File: src/rtl/pwr_seq.sv
module pwr_seq #(
  parameter int NUM_PD = 3,
  parameter int MODS_PER_PD = 2,
  parameter int ADDR_W = 8,
  parameter int DATA_W = 32
) (
  input  logic                               clk,
  input  logic                               rst_n,
  input  logic                               bus_we,
  input  logic [ADDR_W-1:0]                  bus_addr,
  input  logic [DATA_W-1:0]                  bus_wdata,
  output logic [DATA_W-1:0]                  bus_rdata,
  input  logic [NUM_PD-1:0]                  pwr_good,
  output logic [NUM_PD-1:0]                  pwr_req,
  output logic [NUM_PD*MODS_PER_PD-1:0]      mod_clk_en,
  output logic [NUM_PD*MODS_PER_PD-1:0]      mod_rst_n
);
  localparam int NM = NUM_PD * MODS_PER_PD;
  localparam int PD_W = (NUM_PD > 1) ? $clog2(NUM_PD) : 1;
  localparam int A_CMD = 0;
  localparam int A_PDC = 8;
  localparam int A_PDS = 16;
  localparam int A_MDC = 32;
  localparam int A_MDS = 64;

  typedef enum logic [2:0] {S_IDLE, S_START, S_PWR_UP, S_PWR_DN, S_DONE} fsm_t;

  fsm_t                     fsm_q;
  logic [PD_W-1:0]          cur_q, pick;
  logic [NUM_PD-1:0]        pd_next_q, pd_on_q, pwr_req_q, pending_q;
  logic [NM-1:0][4:0]       mod_next_q;
  logic [NM-1:0][1:0]       mod_st_q;
  logic                     apply_mods, kill_mods;

  always_comb begin
    pick = '0;
    for (int d = NUM_PD - 1; d >= 0; d--)
      if (pending_q[d]) pick = PD_W'(d);
  end

  assign apply_mods = (fsm_q == S_START && pd_on_q[cur_q] && pd_next_q[cur_q]) ||
                      (fsm_q == S_PWR_UP && pwr_good[cur_q]);
  assign kill_mods  = fsm_q == S_START && pd_on_q[cur_q] && !pd_next_q[cur_q];

  always_ff @(posedge clk or negedge rst_n) begin
    if (!rst_n) begin
      fsm_q     <= S_IDLE;
      cur_q     <= '0;
      pending_q <= '0;
      pd_next_q <= NUM_PD'(1);
      pd_on_q   <= NUM_PD'(1);
      pwr_req_q <= NUM_PD'(1);
    end else begin
      if (bus_we) begin
        for (int d = 0; d < NUM_PD; d++) begin
          if (bus_addr == ADDR_W'(A_CMD) && bus_wdata[d] && !pending_q[d]) pending_q[d] <= 1'b1;
          if (bus_addr == ADDR_W'(A_PDC + d)) pd_next_q[d] <= bus_wdata[0];
        end
      end
      case (fsm_q)
        S_IDLE: if (|pending_q) begin
          cur_q <= pick;
          fsm_q <= S_START;
        end
        S_START: begin
          if (!pd_on_q[cur_q] && pd_next_q[cur_q]) begin
            pwr_req_q[cur_q] <= 1'b1;
            fsm_q <= S_PWR_UP;
          end else if (pd_on_q[cur_q] && !pd_next_q[cur_q]) begin
            pwr_req_q[cur_q] <= 1'b0;
            fsm_q <= S_PWR_DN;
          end else begin
            fsm_q <= S_DONE;
          end
        end
        S_PWR_UP: if (pwr_good[cur_q]) begin
          pd_on_q[cur_q] <= 1'b1;
          fsm_q <= S_DONE;
        end
        S_PWR_DN: if (!pwr_good[cur_q]) begin
          pd_on_q[cur_q] <= 1'b0;
          fsm_q <= S_DONE;
        end
        S_DONE: begin
          pending_q[cur_q] <= 1'b0;
          fsm_q <= S_IDLE;
        end
        default: fsm_q <= S_IDLE;
      endcase
    end
  end

  always_ff @(posedge clk or negedge rst_n) begin
    if (!rst_n) begin
      for (int m = 0; m < NM; m++) begin
        mod_next_q[m] <= (m < MODS_PER_PD) ? 5'd3 : 5'd0;
        mod_st_q[m]   <= (m < MODS_PER_PD) ? 2'd3 : 2'd0;
      end
    end else begin
      for (int m = 0; m < NM; m++) begin
        if (bus_we && bus_addr == ADDR_W'(A_MDC + m)) mod_next_q[m] <= bus_wdata[4:0];
        if (int'(cur_q) == m / MODS_PER_PD) begin
          if (kill_mods) mod_st_q[m] <= 2'd0;
          else if (apply_mods && mod_next_q[m] < 5'd4) mod_st_q[m] <= mod_next_q[m][1:0];
        end
      end
    end
  end

  always_comb begin
    bus_rdata = '0;
    if (bus_addr == ADDR_W'(A_CMD)) bus_rdata[NUM_PD-1:0] = pending_q;
    for (int d = 0; d < NUM_PD; d++) begin
      if (bus_addr == ADDR_W'(A_PDC + d)) bus_rdata[0] = pd_next_q[d];
      if (bus_addr == ADDR_W'(A_PDS + d)) bus_rdata[0] = pd_on_q[d];
    end
    for (int m = 0; m < NM; m++) begin
      if (bus_addr == ADDR_W'(A_MDC + m)) bus_rdata[4:0] = mod_next_q[m];
      if (bus_addr == ADDR_W'(A_MDS + m)) bus_rdata[1:0] = mod_st_q[m];
    end
  end

  assign pwr_req = pwr_req_q;
  generate
    for (genvar m = 0; m < NM; m++) begin : g_out
      assign mod_clk_en[m] = mod_st_q[m][0];
      assign mod_rst_n[m]  = mod_st_q[m][1];

      assert_release_after_good_R5: assert property (@(posedge clk) disable iff (!rst_n)
        $rose(mod_clk_en[m] && mod_rst_n[m]) |-> pwr_good[m / MODS_PER_PD]);
    end
    for (genvar d = 0; d < NUM_PD; d++) begin : g_pd
      assert_off_mods_quiet_R4: assert property (@(posedge clk) disable iff (!rst_n)
        $fell(pwr_req[d]) |->
          (mod_clk_en[d*MODS_PER_PD +: MODS_PER_PD] == '0 &&
           mod_rst_n[d*MODS_PER_PD +: MODS_PER_PD] == '0));

      assert_busy_until_done_R6: assert property (@(posedge clk) disable iff (!rst_n)
        $fell(pending_q[d]) |-> $past(fsm_q) == S_DONE);
    end
  endgenerate

  assert_req_moves_in_start_R7: assert property (@(posedge clk) disable iff (!rst_n)
    !$stable(pwr_req) |-> $past(fsm_q) == S_START);

  assert_one_req_change_R7: assert property (@(posedge clk) disable iff (!rst_n)
    $countones(pwr_req ^ $past(pwr_req)) <= 1);
endmodule

File: config.mk
export PLATFORM = sky130hd
export DESIGN_NAME = pwr_seq
export DESIGN_NICKNAME = d
export VERILOG_FILES = /design/src/rtl/pwr_seq.sv
export SDC_FILE = /design/constraint.sdc
export NUM_CORES = 1
export LEC_CHECK = 0
export ABC_AREA = 1
export BUFFER_PORTS_ARGS = -buffer_cell sky130_fd_sc_hd__buf_2
export CORE_MARGIN = 8
export CORE_UTILIZATION = 56
export CTS_CLUSTER_SIZE = 24
export DETAILED_ROUTE_END_ITERATION = 7
export GPL_ROUTABILITY_DRIVEN = 0
export GPL_TIMING_DRIVEN = 0
export HOLD_SLACK_MARGIN = 0.05
export PLACE_DENSITY = 0.94
export RECOVER_POWER = 25
export SLEW_MARGIN = 25
export SYNTH_ARGS = -nofsm -noshare
export SYNTH_HDL_FRONTEND = slang
export SYNTH_SLANG_ARGS = --single-unit
export TNS_END_PERCENT = 5
File: constraint.sdc
create_clock -name clk -period 6 [get_ports clk]
set_clock_uncertainty 0.1 [all_clocks]
set_input_delay 0.3 -clock clk [delete_from_list [all_inputs] [get_ports clk]]
set_output_delay 0.3 -clock clk [all_outputs]
set_load 0.005 [all_outputs]
# --- Word-level counts from Yosys, hierarchy flattened ---
# Index checks and enable logic that the tools add are counted.
classes:
  n_mul: 0
  n_lt_le_gt_ge: 8
  bitwise: 6
  div: 0
  n_reduce_logical: 56
  n_eq_ne: 27
  mux: 58
  addsub: 0
  shifts: 0
ops:
  columns: ["operator", "count"]
  rows:
  - ["8-bit by 6-bit == test with 1-bit output, second input constant", 6]
  - ["8-bit by 7-bit == test with 1-bit output, second input constant", 6]
  - ["2-bit 2-to-1 mux", 21]
  - ["3-bit 2-to-1 mux", 12]
  - ["5-bit by 3-bit < comparator with 1-bit output, second input constant", 6]
  - ["5-bit 2-to-1 mux", 6]
  - ["1-bit logical AND", 25]
  - ["8-bit by 4-bit == test with 1-bit output, second input constant", 3]
  - ["8-bit by 5-bit == test with 1-bit output, second input constant", 3]
  - ["2-bit AND reduction", 11]
  - ["2-bit nonzero test", 8]
  - ["1-bit 2-to-1 mux", 13]
  - ["3-bit one-hot mux with 4 select lines", 1]
  - ["3-bit AND", 3]
  - ["8-bit zero test", 1]
  - ["1-bit binary-select mux with 2-bit select", 3]
  - ["3-bit by 2-bit == test with 1-bit output, second input constant", 2]
  - ["3-bit bitwise OR", 2]
  - ["3-bit one-hot mux with 2 select lines", 1]
  - ["3-bit AND reduction", 2]
  - ["1-bit zero test", 5]
  - ["2-bit == test, second input constant", 2]
  - ["2-bit != test, second input constant", 2]
  - ["3-bit by 1-bit == test with 1-bit output, second input constant", 1]
  - ["other kinds (10)", 10]
word_totals:
  in_bits: 46
  latchBits: 0
  output_inout_bits: 47
  rom_bits: 0
  ram_bits: 0
  regBits: 59
  n_memories: 0
  wordCells: 175

# --- Depth between registers and ports, before layout ---
depth:
  ltp_word: 20
  depth_mapped: 13
  ltp_nobuf: 13

# --- Worst setup path before layout ---
# Ideal clock, no wire load.
synth_path:
  kind: "reg-to-reg"
  from: "reg cur_q[0]"
  to: "reg with a tool-made name"
  required_ps: 5823
  slack_ps: 4086
  arrival_time_ps: 1736
  setup_ps: 77
  path_stages_with_launch: 9
  path_cell_list: "dfrtp_1 nor2_2 inv_2 o221ai_2 inv_2 ha_1 nor2_1 a21oi_1 a31oi_1"
synth_lines:
  columns: ["item", "line_no", "rtl"]
  rows:
  - ["start, declared", "29", "logic [PD_W-1:0] cur_q, pick;"]
  - ["start signal, assigned", "62", "cur_q <= pick;"]

==> out/qor.yml <==
wire_per_inst_um: 14.7
synth_area_sq_um: 3250
criticalPathCategory: "in2async"
die_w_um: 92.2
area_delta_synth_final_pct: 16.8
p_leak_uw: 0.00187
antennaDiodeCount: 0
hold_violations: 0
ys.flop_type: "dfrtp_1"
grt_first_pass_wirelength_um: 13800
drt_iter0_drc: 336
worstPathRequired_ns: 5.66
synth_edf_count: 0
synth.yosys.warnings: 0
clock_path_buffers: 2
num_vias: 3147
cts_tree: "built"
drive_gt1_frac: 0.193
initial_core_util: 0.584
crit_buf_inv: 2
setup_viol: 0
crit_slowest_cell: "clkbuf_1"
syn_area_per_cell_sq_um: 7.64
worstSetupEndpointType: "asynchronous set/reset pin"
htree_levels: 3
grt-ovfl-total: 0
ys_ff_latch: 59
fillers: 470
io_pins: 93
numClockSinks: 59
fin_nets: 550
ys_seq_area_frac: 0.458
hold_slack_ns: 0.170
grt_max_degree: 60
vdd_drop_max_mv: 0.164
fin_crit_ns: 3.41
drc_errors: 0
clk_latency_ns: 0.35
slew_headroom: -1.08
crit_chain: "dlygate4sd3_1 -> clkbuf_1"
drt_first_pass_iters: 5
worst_pin_slew_ns: 3.11
die-area_sq_um: 8500
postCtsSetupBuffers: 0
worst_setup_path_start_kind: "primary input"
power_density_nw_per_um2: 305
cts_resized: 0
cts_root_buf: "clkbuf_8"
violations: "capacitance limit, slew limit"
wl_um: 8520
max_freq_mhz: 293
path_delay_family: "buffers and inverters"
max_cap_violations: 1
worstPathMaxFanout: 59
viasPerCell: 5.44
drtAntennaViolNets: 0
hold_buffers: 1
rows: 27
yosysUniqueCellTypes: 26
cts.reportedPaths.clkPinSlew_ns: 0.07
slew_violations: 60
synthCells: 426
rsz0062_at_grt: "no"
grt_usage: 0.203
slowest_delay_ns: 2.18
antenna_found_initial: 0
async_flop_share: 1.00
total_power_uw: 1160
io_buffers: 38
cts_made_buffers: 9
die_h_um: 92.2
min_path_type: "in2reg"
finalCritPeriodShare: 0.569
tns_ns: 0
coreArea_sq_um: 5570
grt_pass1_vias: 2917
outcome: "finished with violations"
crit_arrival_ns: 3.07
dp_hpwl_um: 6400
-- layout by cell type, fill, tap and decap left out --
| master | instances |
|---|---|
| nand2_1 | 101 |
| o21ai_0 | 61 |
| inv_1 | 53 |
| dfrtp_1 | 48 |
| buf_2 | 35 |
| nor2_1 | 30 |
| nand3_1 | 30 |
| buf_4 | 27 |
| conb_1 | 27 |
| a21oi_1 | 16 |
| dfstp_2 | 11 |
| nor3_1 | 10 |
| nand4_1 | 10 |
| clkbuf_8 | 10 |
| clkbuf_1 | 8 |
| a31oi_1 | 6 |
| inv_2 | 4 |
| clkinv_2 | 3 |
| nor2_2 | 2 |
| a221oi_1 | 2 |
| o221ai_2 | 2 |
| or2_2 | 2 |
| ha_1 | 2 |
| nor3_2 | 1 |
| nor4_1 | 1 |
| and2_1 | 1 |
| a211oi_1 | 1 |
| o2111ai_1 | 1 |
| o31ai_4 | 1 |
| dlygate4sd3_1 | 1 |
-- cells in the mapped netlist, types with 2 or more instances --
cell        n  share of area
dfstp_2    11          0.089
nor2_1     30          0.035
nand3_1    30          0.046
a31oi_1     6          0.012
ha_1        2         0.0077
clkbuf_1    2         0.0023
inv_2       4         0.0046
a21oi_1    16          0.025
o221ai_2    2         0.0092
a221oi_1    2         0.0054
nor3_1     10          0.015
nor2_2      2         0.0038
dfrtp_1    48           0.37
nand4_1    10          0.019
inv_1      53          0.061
buf_4      27          0.062
or2_2       2         0.0038
o21ai_0    61          0.094
nand2_1   101           0.12
-- per-layer routing --
layer	vias to the layer above	share of wire	GRT usage
met1	1456	0.39	0.244
met3	17	0.10	0.0750
met4	0	0.016	0.0765
met5	-	0	0
met2	174	0.49	0.325
li1	1500	-	-
-- area by class of cell --
type,count,area (sq um),share of cell area
Timing Repair Buffer,39,196,0.0517
Sequential cell,59,1490,0.392
Clock inverter,3,15.0,0.00395
Tap cell,72,90.1,0.0237
Clock buffer,13,149,0.0392
Buffer,29,210,0.0553
Multi-Input combinational cell,307,1440,0.378
Inverter,57,214,0.0563
-- kinds of logic (layout without fill, tap and decap cells) --
| family | after synthesis | count (layout) | synth area share |
|---|---|---|---|
| AND/OR/NAND/NOR | 188 | 188 | 0.247 |
| AO/OA/AOI/OAI | 90 | 90 | 0.156 |
| buffers and inverters | 86 | 141 | 0.130 |
| flip-flops | 59 | 59 | 0.458 |
| adder cells (fa/ha/maj) | 2 | 2 | 0.00769 |
| other | 1 | 27 | 0.00115 |
-- per-stage QoR --
stage	cell area, sq um	utilization	setup WS (ns)	std cells
2_1_floorplan	3350	-	4.09	452
5_1_grt	3800	0.682	1.93	579
4_1_cts	3810	0.683	3.55	579
3_5_place_dp	3630	0.652	3.55	562
6_report	3800	0.682	2.59	579
3_3_place_gp	3630	0.651	3.61	562
-- worst paths after layout --
| kind | cells past startpoint | to | start | slack, ns |
|---|---|---|---|---|
| min reg2reg | 2 | pd_next_q[1] | pd_next_q[1] | 0.39 |
| min | 3 | pending_q[0] | bus_wdata[0] | 0.17 |
| min in group asynchronous | 2 | pd_next_q[2] | rst_n | 1.41 |
| max | 2 | mod_next_q[10] | rst_n | 2.59 |
| max in group clk | 11 | bus_rdata[0] | bus_addr[7] | 3.52 |
| max reg2reg | 9 | mod_rst_n[0] | cur_q[0] | 3.57 |
-- where the power goes --
| group | internal [uW] | leakage, uW | switching (uW) |
|---|---|---|---|
| sequential | 472 | 0.000770 | 47.8 |
| combinational | 108 | 0.00101 | 220 |
| clock | 159 | 0.0000872 | 154 |
| total | 740 | 0.00187 | 421 |
Power figures use the tool's default switching activity.
